[src/rtl/stall_attr_pkg.sv]
package stall_attr_pkg;

  localparam int NUM_EVT = 9;

  // Strobe bundle from classifier to register stage.
  // First field is the MSB, so casting to a vector puts feIdle at bit 0.
  typedef struct packed {
    logic wbStoreHit;
    logic wbLoadHit;
    logic ilkSimd;
    logic ilkAddr;
    logic ilkOther;
    logic fePredec;
    logic feItlb;
    logic feIcache;
    logic feIdle;
  } stallStrobes_t;

endpackage

[src/rtl/stall_attr_ctrl.sv]
module stall_attr_ctrl
  import stall_attr_pkg::*;
(
  input  logic          qEmpty,
  input  logic          recentUtlbMiss,
  input  logic          icacheMissBusy,
  input  logic          iutlbMissBusy,
  input  logic          predecodeErrBusy,
  input  logic          interlock,
  input  logic          ilkSimdFp,
  input  logic          ilkAgu,
  input  logic          wbStall,
  input  logic          wbLoadMiss,
  input  logic          wbStore,
  output stallStrobes_t strobes
);

  logic feAnyCause;
  logic ilkQualified;

  // Front end: cache miss first, then micro-TLB, then pre-decode.
  always_comb begin
    feAnyCause = recentUtlbMiss | icacheMissBusy | iutlbMissBusy | predecodeErrBusy;
    strobes.feIdle   = qEmpty & ~feAnyCause;
    strobes.feIcache = qEmpty & icacheMissBusy;
    strobes.feItlb   = qEmpty & iutlbMissBusy & ~icacheMissBusy;
    strobes.fePredec = qEmpty & predecodeErrBusy & ~icacheMissBusy & ~iutlbMissBusy;
  end

  // Interlocks: removed under a write-back stall; SIMD/FP wins over AGU wait.
  always_comb begin
    ilkQualified     = interlock & ~wbStall;
    strobes.ilkSimd  = ilkQualified & ilkSimdFp;
    strobes.ilkAddr  = ilkQualified & ilkAgu & ~ilkSimdFp;
    strobes.ilkOther = ilkQualified & ~ilkAgu & ~ilkSimdFp;
  end

  // Write-back stalls: load miss wins over store.
  always_comb begin
    strobes.wbLoadHit  = wbStall & wbLoadMiss;
    strobes.wbStoreHit = wbStall & wbStore & ~wbLoadMiss;
  end

endmodule

[src/rtl/stall_attr_dp.sv]
module stall_attr_dp
  import stall_attr_pkg::*;
(
  input  logic               clk,
  input  logic               rst_n,
  input  stallStrobes_t      strobes,
  output logic [NUM_EVT-1:0] evtOut
);

  logic [NUM_EVT-1:0] nextVec;
  assign nextVec = strobes;

  for (genvar i = 0; i < NUM_EVT; i++) begin : g_evtReg
    always_ff @(posedge clk or negedge rst_n) begin
      if (!rst_n) evtOut[i] <= 1'b0;
      else        evtOut[i] <= nextVec[i];
    end
  end

endmodule

[src/rtl/stall_attr_gen.sv]
module stall_attr_gen
  import stall_attr_pkg::*;
(
  input  logic               clk,
  input  logic               rst_n,
  input  logic               qEmpty,
  input  logic               recentUtlbMiss,
  input  logic               icacheMissBusy,
  input  logic               iutlbMissBusy,
  input  logic               predecodeErrBusy,
  input  logic               interlock,
  input  logic               ilkSimdFp,
  input  logic               ilkAgu,
  input  logic               wbStall,
  input  logic               wbLoadMiss,
  input  logic               wbStore,
  output logic [NUM_EVT-1:0] stallEvt
);

  stallStrobes_t strobes;

  stall_attr_ctrl u_ctrl (
    .qEmpty           (qEmpty),
    .recentUtlbMiss   (recentUtlbMiss),
    .icacheMissBusy   (icacheMissBusy),
    .iutlbMissBusy    (iutlbMissBusy),
    .predecodeErrBusy (predecodeErrBusy),
    .interlock        (interlock),
    .ilkSimdFp        (ilkSimdFp),
    .ilkAgu           (ilkAgu),
    .wbStall          (wbStall),
    .wbLoadMiss       (wbLoadMiss),
    .wbStore          (wbStore),
    .strobes          (strobes)
  );

  stall_attr_dp u_dp (
    .clk     (clk),
    .rst_n   (rst_n),
    .strobes (strobes),
    .evtOut  (stallEvt)
  );

endmodule

[config.mk]
export PLATFORM = sky130hd
export DESIGN_NAME = stall_attr_gen
export DESIGN_NICKNAME = d
export VERILOG_FILES = /design/src/rtl/stall_attr_pkg.sv /design/src/rtl/stall_attr_ctrl.sv /design/src/rtl/stall_attr_dp.sv /design/src/rtl/stall_attr_gen.sv
export SDC_FILE = /design/constraint.sdc
export NUM_CORES = 1
export LEC_CHECK = 0
export ABC_AREA = 1
export ABC_CLOCK_PERIOD_IN_PS = 1050
export BUFFER_PORTS_ARGS = -buffer_cell sky130_fd_sc_hd__buf_2
export CORE_AREA = 2 2 39 41
export DETAILED_ROUTE_END_ITERATION = 16
export DIE_AREA = 0 0 41 43
export MAX_ROUTING_LAYER = met4
export PLACE_DENSITY = 0.6
export SYNTH_ARGS = -nofsm -noshare
export SYNTH_HDL_FRONTEND = slang
export SYNTH_SLANG_ARGS = --single-unit
[constraint.sdc]
create_clock -name clk -period 1.05 [get_ports clk]
set_input_delay 0.105 -clock clk [delete_from_list [all_inputs] [get_ports clk]]
set_output_delay 0.105 -clock clk [all_outputs]
set_load 0.03 [all_outputs]
==> results.txt <==
----------------------------------------------------
[Route]
  DRC violations left ... 0
  DRT antenna net count ... 0
  Routed vias ... between 200 and 300
  Via density per instance ... 3.70
  DRC marker count from the first detailed-route iteration ... 1
  Total routed wirelength ... 564 µm
  Average wire per standard cell ... about 7.6 µm
  Initial DRT Pass Iterations ... 2

[Finish]
  NumNets Final ... 72
  Antenna diodes ... 0
  Total area of sequential cells ... 225 µm²
  Total of fill cells in the finished design ... 154
  Final standard cell count with taps included and fillers excluded ... 74
  Growth of design area from synthesis to finish ... 55.0%
  Largest registers ... u_dp.evtOut (9)
  Ratio of cells with drive above 1 in the final layout ... 41.4%
  Most flops, register ... u_dp.evtOut
  Largest register FFs ... 9
  Fin area ... 483 µm²
  Total area of multi-input combinational cells ... 67.6 µm²

[STA]
  Final count of negative-setup-slack endpoints ... 0
  Share of the clock period used by the worst path ... 85.0%
  Worst hold margin ... 0.0120 ns
  Headroom to the max-slew limit ... 86.9%
  Unrepaired setup endpoints after global routing ... false
  Final slew viol count ... 0
  Transition at the pin with the smallest max-transition slack ... 0.197 ns
  Maximum clock frequency ... 1.12 GHz
  Shortest clock period the worst path allows after layout ... between 0.8 and 0.9 ns
  Setup TNS ... 0 ns
  Final number of hold-violating endpoints ... 0

[Worst hold path]
  Path type of the worst min-delay path ... input pin to flop
  Startpoint of the lowest-slack hold path ... wbLoadMiss
  Worst hold path cell count ... 2
  Hold Path Sink ... u_dp.evtOut[8]$_DFF_PN0_

[Die]
  DIE WIDTH ... 41 µm
  I/O pin cnt ... 22
  Core area ... 1380 µm²
  Die Span Y ... roughly 43 µm
  Site row count ... 14
  Area of the die ... 1760 µm²
  Effective utilization at floorplan ... 22.5%

[Logic synthesis]
  Synthesis Warnings ... 0
  Largest family of logic cells by synthesized area ... simple AND/OR/NAND/NOR gates
  Sequential element share of the synthesized area ... 72.3%
  Mapped cell area ... 312 µm²
  Fraction of synthesized cell area in xor and xnor cells ... 0%
  Share of synthesized cell area in full adder, half adder and majority cells ... 0%
  Post-Synthesis Mean Instance Area ... roughly 10 µm²
  Fraction of the mapped netlist area in compound gates ... 0%
  Mux cell area share after synthesis ... 0%
  Syn Nets ... 44
  Number of synthesized register bits ... 9
  Library cells used by synthesis ... 6
  Post-Syn Instances ... 31
  Simple-gate share of the synthesized area ... between 20% and 30%

[Power and ir drop]
  Power Total ... 712 µW
  IR Drop Worst-Case VDD ... 457 µV
  Leak ... 0.000303 µW
  Power per standard cell area ... 1480 nW/µm²

[Clock network]
  Clock tree root driver cell ... clkbuf_4
  Clock-pin slew on the worst setup and hold paths ... approximately 0.060 ns
  Clk sink count ... 9
  TritonCTS clock tree ... yes
  Total of cells resized after clock tree synthesis ... 0
  CTS buffer count ... 3
  Deepest level of the CTS H-tree ... 1
  Maximum root-to-sink buffer count ... 2

[Placement]
  Dpl cells ... 68
  Count of buffers inserted at the top-level ports ... 21
  Final weighted congestion of routability-driven global placement ... ~0.59
  Placed cell areas ... 437 µm²
  Sum of net half-perimeters after detailed placement ... between 400 and 500 µm

[Worst setup path]
  Worst path top cell family by delay ... flip-flops
  Arrival time of data at the critical path endpoint ... 0.79 ns
  Startpoint type of the worst setup path ... flop
  Maximum single-stage delay on the critical path ... 0.36 ns
  Crit Path Category ... flop to primary output
  Count of buffering cells on the critical path with inverters included ... 1
  Capturing element type of the critical path ... primary output
  Series of cell instances along the critical path ... buf_2
  Crit-path max FO ... 1
  Required time of the critical path ... 0.94 ns
  Cell with the biggest individual delay on the critical path ... dfrtp_1

[Global route]
  Wire length of the first global-routing pass ... between 800 and 900 µm
  Antenna violations before repair ... 0
  Pin count of the biggest net entering global routing ... 10
  All-layer global routing usage ... 7.68%
  Overall overflow remaining after global route ... 0
  Vias in the first global route ... ~260

[Outcome]
  Result of the run ... completed

[Run]
  Max-cap check violation count ... 0

----------------------------------------------------
==> kinds of logic (layout without fill, tap and decap cells) <==
logic type	after synthesis	after routing
and+or+nand+nor	17	17
DFF	9	9
buffers and inverters	5	32
==> placed cells by master, fill, tap and decap left out, drive strengths merged <==
cell / synthesis / layout
inv: 5 / 5
nand3: 1 / 1
nor2: 8 / 8
or2: 1 / 1
dlygate4sd3: 0 / 2
clkbuf: 0 / 4
nand2: 7 / 7
dfrtp: 9 / 9
buf: 0 / 21
==> metal layers <==
metal | up-vias | track usage (%) | wire [µm]
met3 | 2 | 3.14 | 52
met2 | 13 | 11.9 | 304
met5 | - | - | 0
met4 | 0 | 8.00 | 7
li1 | 143 | - | -
met1 | 116 | 5.94 | 199
==> synth_stat cells <==
| cell | number | area (µm²) |
|---|---|---|
| dfrtp_1 | 9 | 225 |
| nand3_1 | 1 | 5.00 |
| inv_1 | 5 | 18.8 |
| nand2_1 | 7 | 26.3 |
| or2_1 | 1 | 6.26 |
| nor2_1 | 8 | 30.0 |
==> stage by stage <==
step | util, % | setup slack, ns
global route | 34.9 | 0.134
CTS | 34.9 | 0.140
global placement | 31.6 | 0.424
floorplan | - | 0.478
finish | 34.9 | 0.157
detailed placement | 31.6 | 0.426
==> report_power, final <==
group | internal, µW | switching [µW] | total (µW)
Clock | 146 | 114 | 260
Sequential | 358 | 2.31 | 361
Combinational | 36.3 | 55.9 | 92.2
==> layout make-up <==
cell class / instances / share of cell area, %
clock buffers: 4 / 5.44
inverters: 5 / 3.89
multi-input cells: 17 / 14.0
flip-flops and latches: 9 / 46.6
well taps: 16 / 4.15
repair buffers: 23 / 25.9
==> how the worst max path moves through the flow <==
| stage | startpoint | endpoint | slack [ns] | depth (start not counted) |
|---|---|---|---|---|
| global route | u_dp.evtOut[0]$_DFF_PN0_ | stallEvt[0] | 0.13 | 1 |
| global placement | u_dp.evtOut[0]$_DFF_PN0_ | stallEvt[0] | 0.42 | 1 |
| detailed placement | u_dp.evtOut[0]$_DFF_PN0_ | stallEvt[0] | 0.43 | 1 |
| CTS | u_dp.evtOut[0]$_DFF_PN0_ | stallEvt[0] | 0.14 | 1 |
| finish | u_dp.evtOut[0]$_DFF_PN0_ | stallEvt[0] | 0.16 | 1 |
| floorplan | u_dp.evtOut[0]$_DFF_PN0_ | stallEvt[0] | 0.48 | 0 |
==> repair_timing <==
action                                 CTS  global route
buffers inserted                         0             0
endpoints found under the hold margin   10             0
hold buffers                             2             0
setup endpoints to repair                0             0
Power figures use the tool's default switching activity.
